===== src/rtl/supv_pkg.sv =====
package supv_pkg;

    typedef enum logic [1:0] {
        ST_HOLD    = 2'd0,
        ST_STRETCH = 2'd1,
        ST_RUN     = 2'd2
    } supv_state_e;

    // internal keep-alive point: seven eighths of the timeout, never below one tick
    function automatic int keepalive_ticks(input int timeout);
        int k;
        k = (timeout * 7) / 8;
        return (k < 1) ? 1 : k;
    endfunction

endpackage


===== src/rtl/supv_wdi_sync.sv =====
module supv_wdi_sync #(
    parameter int STAGES = 2
) (
    input  logic clk,
    input  logic clr,
    input  logic wd_in,
    output logic edge_o
);
    logic [STAGES-1:0] chain;
    logic              prev;

    generate
        if (STAGES == 1) begin : g_single
            always_ff @(posedge clk) begin
                if (clr) chain <= '0;
                else     chain <= wd_in;
            end
        end else begin : g_multi
            always_ff @(posedge clk) begin
                if (clr) chain <= '0;
                else     chain <= {chain[STAGES-2:0], wd_in};
            end
        end
    endgenerate

    always_ff @(posedge clk) begin
        if (clr) prev <= 1'b0;
        else     prev <= chain[STAGES-1];
    end

    assign edge_o = chain[STAGES-1] ^ prev;
endmodule


===== src/rtl/supv_wd_timer.sv =====
module supv_wd_timer #(
    parameter int TIMEOUT_TICKS = 800,
    parameter int CNT_W         = $clog2(TIMEOUT_TICKS + 1)
) (
    input  logic             clk,
    input  logic             clr,
    input  logic             enable,
    input  logic             tick,
    input  logic             ext_edge,
    input  logic             floating,
    output logic             expire,
    output logic [CNT_W-1:0] cnt
);
    import supv_pkg::*;

    localparam int KEEP = keepalive_ticks(TIMEOUT_TICKS);

    logic keep_hit;
    logic kick;

    assign keep_hit = tick && (cnt == CNT_W'(KEEP - 1));
    assign kick     = floating ? keep_hit : ext_edge;
    assign expire   = enable && tick && !kick && (cnt == CNT_W'(TIMEOUT_TICKS - 1));

    always_ff @(posedge clk) begin
        if (clr || !enable || kick || expire) cnt <= '0;
        else if (tick)                         cnt <= cnt + 1'b1;
    end
endmodule


===== src/rtl/supv_seq_fsm.sv =====
module supv_seq_fsm #(
    parameter int DELAY_TICKS = 100,
    parameter int DLY_W       = $clog2(DELAY_TICKS + 1)
) (
    input  logic                  clk,
    input  logic                  clr,
    input  logic                  supply_ok,
    input  logic                  tick,
    input  logic                  expire,
    output supv_pkg::supv_state_e state
);
    import supv_pkg::*;

    logic [DLY_W-1:0] dly;

    always_ff @(posedge clk) begin
        if (clr || !supply_ok) begin
            state <= ST_HOLD;
            dly   <= '0;
        end else begin
            unique case (state)
                ST_HOLD: begin
                    state <= ST_STRETCH;
                    dly   <= '0;
                end
                ST_STRETCH: begin
                    if (tick) begin
                        if (dly == DLY_W'(DELAY_TICKS - 1)) begin
                            state <= ST_RUN;
                            dly   <= '0;
                        end else begin
                            dly <= dly + 1'b1;
                        end
                    end
                end
                ST_RUN: begin
                    if (expire) begin
                        state <= ST_STRETCH;
                        dly   <= '0;
                    end
                end
                default: begin
                    state <= ST_HOLD;
                    dly   <= '0;
                end
            endcase
        end
    end
endmodule


===== src/rtl/supv_reset_ctrl.sv =====
module supv_reset_ctrl #(
    parameter int DELAY_TICKS   = 100,
    parameter int TIMEOUT_TICKS = 800,
    parameter int SYNC_STAGES   = 2
) (
    input  logic clk,
    input  logic clr,
    input  logic supply_ok,
    input  logic wd_in,
    input  logic wd_float,
    input  logic tick,
    output logic rst_n
);
    import supv_pkg::*;

    localparam int DLY_W = $clog2(DELAY_TICKS + 1);
    localparam int WD_W  = $clog2(TIMEOUT_TICKS + 1);

    supv_state_e     state;
    logic            ext_edge;
    logic            expire;
    logic            wd_enable;
    logic [WD_W-1:0] wd_cnt;

    supv_wdi_sync #(.STAGES(SYNC_STAGES)) u_sync (
        .clk    (clk),
        .clr    (clr),
        .wd_in  (wd_in),
        .edge_o (ext_edge)
    );

    assign wd_enable = (state == ST_RUN) && supply_ok;

    supv_wd_timer #(.TIMEOUT_TICKS(TIMEOUT_TICKS), .CNT_W(WD_W)) u_wd (
        .clk      (clk),
        .clr      (clr),
        .enable   (wd_enable),
        .tick     (tick),
        .ext_edge (ext_edge),
        .floating (wd_float),
        .expire   (expire),
        .cnt      (wd_cnt)
    );

    supv_seq_fsm #(.DELAY_TICKS(DELAY_TICKS), .DLY_W(DLY_W)) u_fsm (
        .clk       (clk),
        .clr       (clr),
        .supply_ok (supply_ok),
        .tick      (tick),
        .expire    (expire),
        .state     (state)
    );

    assign rst_n = (state == ST_RUN);
endmodule


===== config.mk =====
export PLATFORM = sky130hd
export DESIGN_NAME = supv_reset_ctrl
export DESIGN_NICKNAME = d
export VERILOG_FILES = /design/src/rtl/supv_pkg.sv /design/src/rtl/supv_wdi_sync.sv /design/src/rtl/supv_wd_timer.sv /design/src/rtl/supv_seq_fsm.sv /design/src/rtl/supv_reset_ctrl.sv
export SDC_FILE = /design/constraint.sdc
export NUM_CORES = 1
export LEC_CHECK = 0
export CAP_MARGIN = 20
export CORE_MARGIN = 8
export CORE_UTILIZATION = 24
export CTS_BUF_LIST = sky130_fd_sc_hd__clkbuf_8 sky130_fd_sc_hd__clkbuf_16
export CTS_CLUSTER_DIAMETER = 40
export DETAILED_ROUTE_END_ITERATION = 8
export DONT_BUFFER_PORTS = 1
export GPL_TIMING_DRIVEN = 0
export HOLD_SLACK_MARGIN = 0.06
export MAX_ROUTING_LAYER = met4
export PLACE_DENSITY = 0.47
export SYNTH_ARGS = -nofsm -noshare
export SYNTH_HDL_FRONTEND = slang
export SYNTH_SLANG_ARGS = --single-unit

===== constraint.sdc =====
create_clock -name clk -period 2.2 [get_ports clk]
set_input_delay 0 -clock clk [delete_from_list [all_inputs] [get_ports clk]]
set_output_delay 0 -clock clk [all_outputs]
set_load 0.02 [all_outputs]

==> flow_summary.toml <==
[run_status]
status = "finished clean"

[global_routing]
overflow = 0
grt_pass1_vias = 992
grt_pass1_wl_mm = 4.46
antenna_found_initial = 0
grt_max_degree = 14
grt_usage = 0.0749

[yosys]
synth_simple_gate_area_frac = 0.367
yosysMostFrequentCell = "dfxtp_1"
synth_xor_area_frac = 0.0758
synth_commonest_cells = "dfxtp_1, nor2_1, nand3_1"
synth_top_area_share = 0.381
async_flop_share = 0
synth_top_family_by_area = "simple AND/OR/NAND/NOR gates"
synthAdderAreaFrac = 0.0217
synth-warning-count = 0
synth_compound_area_frac = 0.112
yosysUniqueCellTypes = 38
avgSynthCellArea_um2 = 9.09
synth_seq_cells = 22
synthesis.nets = 135
synth-main-ff-cell = "dfxtp_1"
syn_inst = 127
netlist_area_um2 = 1150
muxShareOfSynthArea = 0.00867
synth_top_area_cell = "dfxtp_1"
synth_area_leaders = "dfxtp_1, and4bb_2, nor2_1, nand3_1, nor2b_1"
yosysSeqAreaShare = 0.381
synth-edff-count = 0

[floorplan]
dieArea_um2 = 7290
die_w_um = 85.4
initial_core_util = 0.246
coreArea_um2 = 4690
die_height_um = 85.4
fp-row-count = 25
io_pins = 7

[timing]
post-route-min-period_ns = 1.78
fmax_mhz = 560
finClkSkew_ns = 0.00466
whs_ns = 0.0600
relSlewSlack = 0.707
finalHoldViolations = 0
maxSlewViolCount = 0
worst_pin_slew_ns = 0.433
min_period_over_period = 0.811
finalSetupTns_ns = 0
rsz0062_at_grt = "false"
fin_ws_ns = 0.416
finalSetupViolations = 0

[setup_path]
critical_path_class = "reg -> reg"
crit_required_ns = 2.34
r2r_setup_slack_ns = 0.42
timing.rr.end = "u_fsm.dly[3]$_SDFFE_PP0P_"
worstSetupEndpointType = "flip-flop"
cp_max_fo = 8
arrival_ns = 1.92
crit_path_start_kind = "flip-flop"
reg2regPathDepth = 5
worstReg2RegStart = "u_wd.cnt[0]$_SDFFE_PP0P_"

[flow_run]
drv_cap = 0

[route]
vias = 943
wl_met2_mm = 1.18
wirelength_mm = 2.44
wl_met3_um = 81
ant_nets = 0
drc = 0
vias_per_cell = 4.99
wl_met1_mm = 1.17
top_layer = "met3"
first_pass_iters = 4
wl_per_cell_um = 12.9
dr.first_iter.drc_count = 32

[hold_path]
min_path_type = "in -> reg"
worstHoldStart = "tick"
hold_depth = 3
min_to = "u_fsm.state[1]$_SDFFE_PP0P_"

[placement]
gp_congestion = 0.763
place_ws_ns = 0.445
dp_hpwl_mm = 1.82
port_buffers = 0
placedCellCount = 181

[final_layout]
nets = 144
syn_to_final_growth_pct = 15.5
n_antenna_cell = 0
instances_no_fill = 189
drive_gt1_frac = 0.111
finish.utilization = 0.284

[clocking]
clk_latency_ns = 0.27
cts.repair.resized = 0
cts_root_buf = "clkbuf_8"
cts_sinks = 22
clockBufferDepth = 2
tritoncts = "done"
htree_num_levels = 1
numCtsBuffers = 3
path_clk_slew_ns = 0.08

[power]
ir_worst_vdd_uv = 367
sw_frac_of_total = 0.188
combPwrFrac = 0.033
power_frac_clock = 0.469
p_leak_nw = 0.449
p_int_mw = 0.658
p_switching_mw = 0.153
power.density_nw_per_um2 = 608
power_frac_seq = 0.498
[area by class of cell]
type	instances	area, µm²
clock buffer	3	41.3
multi-input combinational	96	676
fill	500	3360
inverter	7	26.3
tap	54	67.6
clock inverter	1	30.0
buffer	2	12.5
timing repair buffer	4	40.0
sequential	22	440
[per-stage QoR]
step / cell area, µm² / power (mW)
floorplan: 1150 / 0.429
global placement: 1220 / 0.433
detailed placement: 1220 / 0.434
CTS: 1330 / 0.826
global route: 1330 / 0.846
finish: 1330 / 0.811
[layout by cell type, fill, tap and decap left out, drive strengths merged, types with 2 or more instances in the layout]
cell type	n
nor2b	7
nor3	2
xnor2	5
and4bb	5
xor2	5
or3	4
nor2	13
dfxtp	22
inv	7
and4	2
and3	5
ha	2
nand4	6
nor4b	2
buf	2
a31oi	3
dlygate4sd3	4
clkbuf	3
nand2	6
o22ai	2
nand3	9
a21oi	2
o21ai	2
o211ai	4
[worst max-delay path, cell delays in order (launching register included)]
cell and delay, ns:
dfxtp_1 0.39, ha_1 0.21, and4_2 0.31, nand4_4 0.13, o31ai_4 0.48, o211ai_1 0.14
[cell families (layout without fill, tap and decap cells)]
family,count (synthesis),in the layout
fa+ha+maj,2,2
compound gates,17,17
flops,22,22
mux,1,1
simple gates,66,66
xor+xnor,10,10
buf+inv,9,17
[power by group through the flow]
stage	clock (mW)	combinational, mW	sequential [mW]
CTS	0.395	0.0271	0.404
global route	0.412	0.0296	0.405
floorplan	0	0.0162	0.413
global placement	0	0.0199	0.413
finish	0.380	0.0266	0.404
detailed placement	0	0.0202	0.413
[layer usage]
layer / global-route usage / vias to the layer above
met1: 0.0855 / 456
met4: 0.0159 / 0
met2: 0.125 / 8
met5: - / -
met3: 0.0241 / 0
li1: - / 479
[what timing repair did]
action	CTS	global route
hold buffers	4	0
endpoints found under the hold margin	5	0
buffers inserted	0	0
[registers in the layout, indices dropped and copies added, names as in the netlist]
register,cells
u_fsm.dly,7
u_fsm.state,2
u_sync.chain,2
u_sync.prev,1
u_wd.cnt,10
[how the worst max path moves through the flow]
stage | from | endpoint | depth (start not counted) | slack (ns)
after floorplan | u_wd.cnt[0]$_SDFFE_PP0P_ | u_fsm.dly[0]$_SDFFE_PP0P_ | 5 | 0.68
after global placement | u_wd.cnt[0]$_SDFFE_PP0P_ | u_fsm.state[1]$_SDFFE_PP0P_ | 5 | 0.46
after detailed placement | u_wd.cnt[0]$_SDFFE_PP0P_ | u_fsm.dly[0]$_SDFFE_PP0P_ | 5 | 0.44
after CTS | u_wd.cnt[0]$_SDFFE_PP0P_ | u_fsm.dly[3]$_SDFFE_PP0P_ | 5 | 0.40
after global routing | u_wd.cnt[0]$_SDFFE_PP0P_ | u_fsm.dly[1]$_SDFFE_PP0P_ | 5 | 0.27
final | u_wd.cnt[0]$_SDFFE_PP0P_ | u_fsm.dly[3]$_SDFFE_PP0P_ | 5 | 0.42
No activity file was read; power rests on OpenSTA's default activity.
